===== config.mk =====
export PLATFORM = sky130hd
export DESIGN_NAME = beat_expander
export DESIGN_NICKNAME = d
export VERILOG_FILES = /design/src/rtl/beatx_pkg.sv /design/src/rtl/beatx_datapath.sv /design/src/rtl/beatx_ctrl.sv /design/src/rtl/beat_expander.sv
export SDC_FILE = /design/constraint.sdc
export NUM_CORES = 1
export LEC_CHECK = 0
export BUFFER_PORTS_ARGS = -buffer_cell sky130_fd_sc_hd__buf_4
export CAP_MARGIN = 10
export CORE_ASPECT_RATIO = 1.5
export CORE_UTILIZATION = 35
export DETAILED_ROUTE_END_ITERATION = 6
export GPL_TIMING_DRIVEN = 0
export PLACE_DENSITY_LB_ADDON = 0.2
export SYNTH_ARGS = -nofsm -noshare
export SYNTH_HDL_FRONTEND = slang
export SYNTH_SLANG_ARGS = --single-unit

===== constraint.sdc =====
create_clock -name clk -period 1.93 [get_ports clk]
set_clock_uncertainty 0.05 [all_clocks]
set_input_delay 0.0965 -clock clk [delete_from_list [all_inputs] [get_ports clk]]
set_output_delay 0.0965 -clock clk [all_outputs]
set_load 0.01 [all_outputs]

===== src/rtl/beatx_pkg.sv =====
package beatx_pkg;
  // Strobes from control to datapath
  typedef struct packed {
    logic load;   // capture sample, count and mode this cycle
    logic last;   // current beat is the closing beat of the burst
  } beatx_strobe_t;
endpackage


===== src/rtl/beatx_datapath.sv =====
module beatx_datapath
  import beatx_pkg::*;
#(
  parameter int DATA_W = 16,
  parameter int CNT_W  = 4
) (
  input  logic              clk,
  input  logic              rst,
  input  beatx_strobe_t     strobe,
  input  logic [DATA_W-1:0] inData,
  input  logic [CNT_W-1:0]  extraCount,
  input  logic              modeHold,
  output logic [DATA_W-1:0] outData,
  output logic [CNT_W-1:0]  heldCount
);
  logic [DATA_W-1:0] heldData;
  logic              heldMode;

  always_ff @(posedge clk) begin
    if (rst) begin
      heldData  <= '0;
      heldCount <= '0;
      heldMode  <= 1'b0;
    end else if (strobe.load) begin
      heldData  <= inData;
      heldCount <= extraCount;
      heldMode  <= modeHold;
    end
  end

  // Beat mapping: hold repeats the sample, zero-fill emits it only on the closing beat
  always_comb begin
    if (heldMode || strobe.last) outData = heldData;
    else                         outData = '0;
  end

  // in hold mode the output always equals the captured sample, one cycle after capture
  assert_hold_repeat_R6: assert property (@(posedge clk) disable iff (rst)
    (strobe.load && modeHold) |=> (outData == $past(inData)));
endmodule


===== src/rtl/beatx_ctrl.sv =====
module beatx_ctrl
  import beatx_pkg::*;
#(
  parameter int CNT_W = 4
) (
  input  logic             clk,
  input  logic             rst,
  input  logic             inValid,
  input  logic             outReady,
  input  logic [CNT_W-1:0] heldCount,
  output logic             inReady,
  output logic             outValid,
  output logic [CNT_W-1:0] outIndex,
  output logic             outLast,
  output beatx_strobe_t    strobe
);
  logic             busy;
  logic [CNT_W-1:0] beatIdx;
  logic             isFinal;
  logic             fire;
  logic             accept;

  always_comb begin
    isFinal      = busy && (beatIdx == heldCount);
    fire         = busy && outReady;
    inReady      = !busy || (outReady && isFinal);
    accept       = inValid && inReady;
    strobe.load  = accept;
    strobe.last  = isFinal;
    outValid     = busy;
    outIndex     = beatIdx;
    outLast      = isFinal;
  end

  always_ff @(posedge clk) begin
    if (rst) begin
      busy    <= 1'b0;
      beatIdx <= '0;
    end else begin
      if (accept)                busy <= 1'b1;
      else if (fire && isFinal)  busy <= 1'b0;
      if (fire) begin
        if (isFinal) beatIdx <= '0;
        else         beatIdx <= beatIdx + 1'b1;
      end
    end
  end

  assert_reset_idle_R1: assert property (@(posedge clk)
    rst |=> (!outValid && outIndex == '0 && inReady));

  assert_index_bound_R3: assert property (@(posedge clk) disable iff (rst)
    outValid |-> (outIndex <= heldCount));

  assert_index_step_R3: assert property (@(posedge clk) disable iff (rst)
    (outValid && outReady && !outLast) |=> (outValid && outIndex == $past(outIndex) + 1'b1));

  assert_index_hold_R3: assert property (@(posedge clk) disable iff (rst)
    (outValid && !outReady) |=> $stable(outIndex));

  assert_busy_blocks_R8: assert property (@(posedge clk) disable iff (rst)
    (outValid && !(outReady && outLast)) |-> !inReady);

  assert_back_to_back_R9: assert property (@(posedge clk) disable iff (rst)
    (outValid && outReady && outLast && inValid) |=> (outValid && outIndex == '0));
endmodule


===== src/rtl/beat_expander.sv =====
module beat_expander
  import beatx_pkg::*;
#(
  parameter int DATA_W = 16,
  parameter int CNT_W  = 4
) (
  input  logic              clk,
  input  logic              rst,
  input  logic              modeHold,
  input  logic [CNT_W-1:0]  extraCount,
  input  logic              inValid,
  output logic              inReady,
  input  logic [DATA_W-1:0] inData,
  output logic              outValid,
  input  logic              outReady,
  output logic [DATA_W-1:0] outData,
  output logic [CNT_W-1:0]  outIndex,
  output logic              outLast
);
  beatx_strobe_t    strobe;
  logic [CNT_W-1:0] heldCount;

  beatx_ctrl #(.CNT_W(CNT_W)) u_ctrl (
    .clk       (clk),
    .rst       (rst),
    .inValid   (inValid),
    .outReady  (outReady),
    .heldCount (heldCount),
    .inReady   (inReady),
    .outValid  (outValid),
    .outIndex  (outIndex),
    .outLast   (outLast),
    .strobe    (strobe)
  );

  beatx_datapath #(.DATA_W(DATA_W), .CNT_W(CNT_W)) u_dp (
    .clk        (clk),
    .rst        (rst),
    .strobe     (strobe),
    .inData     (inData),
    .extraCount (extraCount),
    .modeHold   (modeHold),
    .outData    (outData),
    .heldCount  (heldCount)
  );

  assert_stall_stable_R10: assert property (@(posedge clk) disable iff (rst)
    (outValid && !outReady) |=> (outValid && $stable(outData) && $stable(outLast)));

  assert_single_beat_R7: assert property (@(posedge clk) disable iff (rst)
    (inValid && inReady && extraCount == '0) |=> (outValid && outLast && outIndex == '0));

  assert_zero_fill_R5: assert property (@(posedge clk) disable iff (rst)
    (inValid && inReady && !modeHold && extraCount != '0) |=> (outData == '0));
endmodule


Yosys cells after proc, flatten, opt, wreduce, memory -nomap -nowiden

Index checks and enable logic that the tools add are counted.

Output and inout port bits: 23
Register bits after elaboration: 26
Word-level logic and storage cells: 20

Mux-type cells: 4
Equality and inequality tests: 1
Add/sub/neg operators: 1
Reductions and logical operators: 9

Operators with widths:

| kind                                        | count |
|---|---|
| two-way mux 16 bit                          | 1 |
| logical AND 1 bit                           | 5 |
| adder 4 x 1 -> 4 bit, second input constant | 1 |
| equality test 4 bit                         | 1 |
| two-way mux 4 bit                           | 1 |
| logical OR 1 bit                            | 2 |
| two-way mux 1 bit                           | 2 |
| nonzero test 2 bit                          | 1 |
| logical NOT 1 bit                           | 1 |

Depth between registers and ports, before layout

Word-level depth: 6
Depth in mapped cells: 6

Cells and area by module

A second synthesis with hierarchy kept.

Cell total of the unflattened synthesis: 124
Area, all modules: 1186.1 um^2

Modules (own cells, without submodules):

| module         | instances | cells each | area an instance (um^2) |
|---|---|---|---|
| beatx_datapath | 1         | 86         | 887.1 |
| beatx_ctrl     | 1         | 38         | 299.0 |

Least setup slack after synthesis

No wires, ideal clock.

Kind: reg2reg
Start: register u_ctrl.busy (netlist: u_ctrl.outValid)
End: register u_dp.heldCount[0]
Setup time: 120 ps
Stages on the path, launching flop included: 7
Path slack: 102 ps
Arrival: 1658 ps
Cell sequence: dfxtp_1 > buf_2 > or3b_1 > buf_2 > o32a_4 > buf_6 > mux2i_1

Word-level cells in the longest chain between the ends: 4
Elaborated cells on any way between the ends: 5
Classes of those cells: 5 x reduce/logical

RTL lines:

| item                   | RTL line             | RTL |
|---|---|---|
| start, declared        | beatx_ctrl.sv:17     | `logic busy;` |
| start signal, assigned | beatx_ctrl.sv:37     | `busy <= 1'b0;` |
| start signal, assigned | beatx_ctrl.sv:40     | `if (accept) busy <= 1'b1;` |
| start signal, assigned | beatx_ctrl.sv:41     | `else if (fire && isFinal) busy <= 1'b0;` |
| logical AND 1 bit      | beatx_ctrl.sv:24     | `isFinal = busy && (beatIdx == heldCount);` |
| logical AND 1 bit      | beatx_ctrl.sv:26     | `inReady = !busy \|\| (outReady && isFinal);` |
| logical OR 1 bit (*)   | beatx_ctrl.sv:26     |  |
| logical AND 1 bit (*)  | beatx_ctrl.sv:27     | `accept = inValid && inReady;` |
| end signal, assigned   | beatx_datapath.sv:26 | `heldCount <= extraCount;` |
| end, declared          | beatx_datapath.sv:14 | `output logic [CNT_W-1:0] heldCount` |

Every way passes the cells marked *; elsewhere a longest branch is shown, timed or not.
A chain may end at the register's enable or synchronous reset.

Worst setup path after layout

Start: register u_ctrl.beatIdx[2] (netlist: u_ctrl.outIndex[2])
End: register u_dp.heldData[14]

Word-level cells in the longest chain between the ends: 5

RTL lines:

| item                   | RTL line             | RTL |
|---|---|---|
| start, declared        | beatx_ctrl.sv:18     | `logic [CNT_W-1:0] beatIdx;` |
| start signal, assigned | beatx_ctrl.sv:44     | `else beatIdx <= beatIdx + 1'b1;` |
| equality test 4 bit    | beatx_ctrl.sv:24     |  |
| logical AND 1 bit      | beatx_ctrl.sv:24     |  |
| logical AND 1 bit      | beatx_ctrl.sv:26     |  |
| logical OR 1 bit       | beatx_ctrl.sv:26     |  |
| logical AND 1 bit      | beatx_ctrl.sv:27     |  |
| end signal, assigned   | beatx_datapath.sv:25 | `heldData <= inData;` |
| end, declared          | beatx_datapath.sv:16 | `logic [DATA_W-1:0] heldData;` |

Every way passes these cells.

==> results.yml <==
global_route:
  grt_use_total_pct: 16.4
  use_met3_pct: 2.29
  grt-ovfl-total: 0
  grt_pass1_vias: 1198
  busiest_layer: "met2"
  grt_max_degree: 15
  grt_use_met2_pct: 27.8
  met1_usage_pct: 19.1
  grt_pass1_wl_mm: 5.22
  antenna_found_initial: 0
logic_synthesis:
  yosys_warnings: 0
  avgSynthCellArea_um2: 9.11
  ys_ff_latch: 26
  syn-cell-area_um2: 1400
  syn_nets: 180
  synth.distinct_cells: 27
  seq_area_frac_synth_pct: 37.1
  synthCells: 154
critical_path:
  endpoint_kind: "register"
  arrival_ps: 1990
  worst_setup_path_start_kind: "register"
  cp.required_ps: 2040
  path_class: "register to register"
  path_max_fanout: 10
floorplanning:
  io_pins: 48
  start_util_pct: 37.4
  core_area_um2: 3750
  die-area_um2: 4270
  die_h_um: 79.5
  placementRows: 27
  fp.dieW_um: 53.7
finish:
  fin_area_um2: 1940
  drive_above_1_share_pct: 31.4
  syn2layout_area_growth_pct: 38.2
  final_cell_mix: "49 x buf_4, 45 x nand2b_1, 24 x dfxtp_1"
  mostFrequentLayoutCell: "buf_4"
  num_antenna_cells: 0
  nNetsFinal: 234
  instances_no_fill: 250
  fill_cells: 364
placed_design:
  dp_hpwl_mm: 2.43
  dp.cells: 242
  port_buffers: 45
  place_ws_ps: -158
  dpl_cell_area_um2: 1790
  place_congestion: 0.807
pwr:
  combPwrFrac_pct: 24.6
  power_mw: 1.25
  p_int_mw: 0.921
  seqPwrFrac_pct: 47.7
  p_sw_mw: 0.325
  peakVddDrop_uv: 325
  p_leak_nw: 0.879
  powerDensity_nw_per_um2: 643
  switching_share_pct: 26.1
  p_clk_share_pct: 27.7
sta:
  setup_viol: 0
  finalCritPeriodShare_pct: 97.7
  min_period_ps: 1890
  drv_slew: 0
  final.setup.worst_slack_ps: 44.9
  hold_viol_final: 0
  max_slew_margin_pct: 73.9
  max_freq_ghz: 0.530
  tightest_slew_ps: 392
  fin_hold_ws_ps: 34.0
clocking:
  cts_hold_buf: 0
  htreeDepth: 1
  cts_sinks: 26
  cts_root_buf: "clkbuf_8"
  cts.path.max_buffers: 2
  cts_buffers: 3
  cts_tree: "done"
  clk_latency_ps: 270
  cts.clk_slew.worst_paths_ps: 90
status:
  status: "finished, final reports clean"
flow_run:
  cap_violations: 0
route:
  first_pass_iters: 4
  vias: 1224
  drt.antenna.violating_nets: 0
  wire_per_inst_um: 12.9
  drc: 0
  viasPerCell: 4.90
  wl_mm: 3.23
  drt_iter0_drc: 17
min_path:
  hp-class: "input pin to register"
==> cell families (layout without fill, tap and decap cells) <==
family / Yosys count / after routing / synth area share (%)
compound gates: 12 / 12 / 6.42
simple gates: 79 / 79 / 34.3
fa+ha+maj: 1 / 1 / 0.892
mux: 21 / 21 / 15.0
buf+inv: 12 / 65 / 4.46
flops: 26 / 26 / 37.1
xor+xnor: 3 / 3 / 1.87
==> cell usage after synthesis <==
master      n  share of area [%]
nand4_1     1               0.45
and2_1      1               0.45
o32a_4      1                1.6
a21boi_0    1               0.54
and4b_1     1               0.71
or3b_1      1               0.62
nor2_1      3               0.80
nand3_1     2               0.71
nand2b_1   45                 20
clkbuf_1    7                1.9
ha_1        1               0.89
nor3b_1     2                1.1
xnor2_1     2                1.2
and3_1      1               0.45
nor2b_1    17                7.6
mux2i_1    21                 15
o2111ai_1   1               0.62
a311oi_1    1               0.62
inv_1       1               0.27
o22ai_1     2               0.89
a21oi_1     5                1.8
buf_6       2                1.6
dfxtp_1    26                 37
buf_2       2               0.71
nand2_1     5                1.3
xor2_1      1               0.62
o21ai_0     1               0.36
==> power by group through the flow <==
stage	combinational [mW]	sequential, mW	clock, mW
floorplan	0.172	0.603	0
global placement	0.267	0.604	0
detailed placement	0.276	0.607	0
CTS	0.287	0.596	0.360
global route	0.334	0.599	0.382
finish	0.307	0.594	0.346
==> state kept, by name, summed over array words and instances (netlist names) <==
signal and count:
u_dp.heldCount 4, u_dp.heldMode 1, u_ctrl.outValid 1, u_dp.heldData 16
u_ctrl.outIndex 4
==> worst max-delay path, cell delays in order, from the launching register on <==
cell and delay, ps:
dfxtp_4 370, xor2_2 190, or3b_1 370, buf_6 140, o32a_4 340, buf_6 170
mux2i_1 130
==> cell type report <==
cell class,instances,area (um2),area share (%)
Sequential cell,26,528,27.2
Inverter,1,3.75,0.194
Clock buffer,4,55.1,2.84
Buffer,11,77.6,4.00
Multi-Input combinational cell,116,852,44.0
Tap cell,43,53.8,2.78
Timing Repair Buffer,49,368,19.0
==> worst paths after layout <==
kind	start	to	slack, ps	cells past startpoint
max	u_ctrl.outIndex[2]$_SDFFE_PP0P_	u_dp.heldData[14]$_SDFFE_PP0P_	40	6
min	inData[4]	u_dp.heldData[4]$_SDFFE_PP0P_	30	3
max reg2reg	u_ctrl.outIndex[2]$_SDFFE_PP0P_	u_dp.heldData[14]$_SDFFE_PP0P_	40	6
min reg2reg	u_dp.heldData[1]$_SDFFE_PP0P_	u_dp.heldData[1]$_SDFFE_PP0P_	430	2
==> through the flow <==
stage | setup TNS [ps] | util (%)
6_report | 0 | 51.7
5_1_grt | -7.46 | 51.7
4_1_cts | 0 | 49.9
3_5_place_dp | -1470 | 47.8
3_3_place_gp | -471 | 47.8
2_1_floorplan | 0 | -
==> metal layers <==
metal	vias up	share of wire [%]
met4	0	3.3
met3	13	5.6
met5	-	0
met2	46	51
li1	609	-
met1	556	40
==> repair_timing <==
item                       CTS  global route
resized for setup            6            10
buffers inserted             0             4
hold endpoints to repair     0             0
setup endpoints to repair   16            30
pin swaps                    0             2
(Power assumes the default switching activity.)
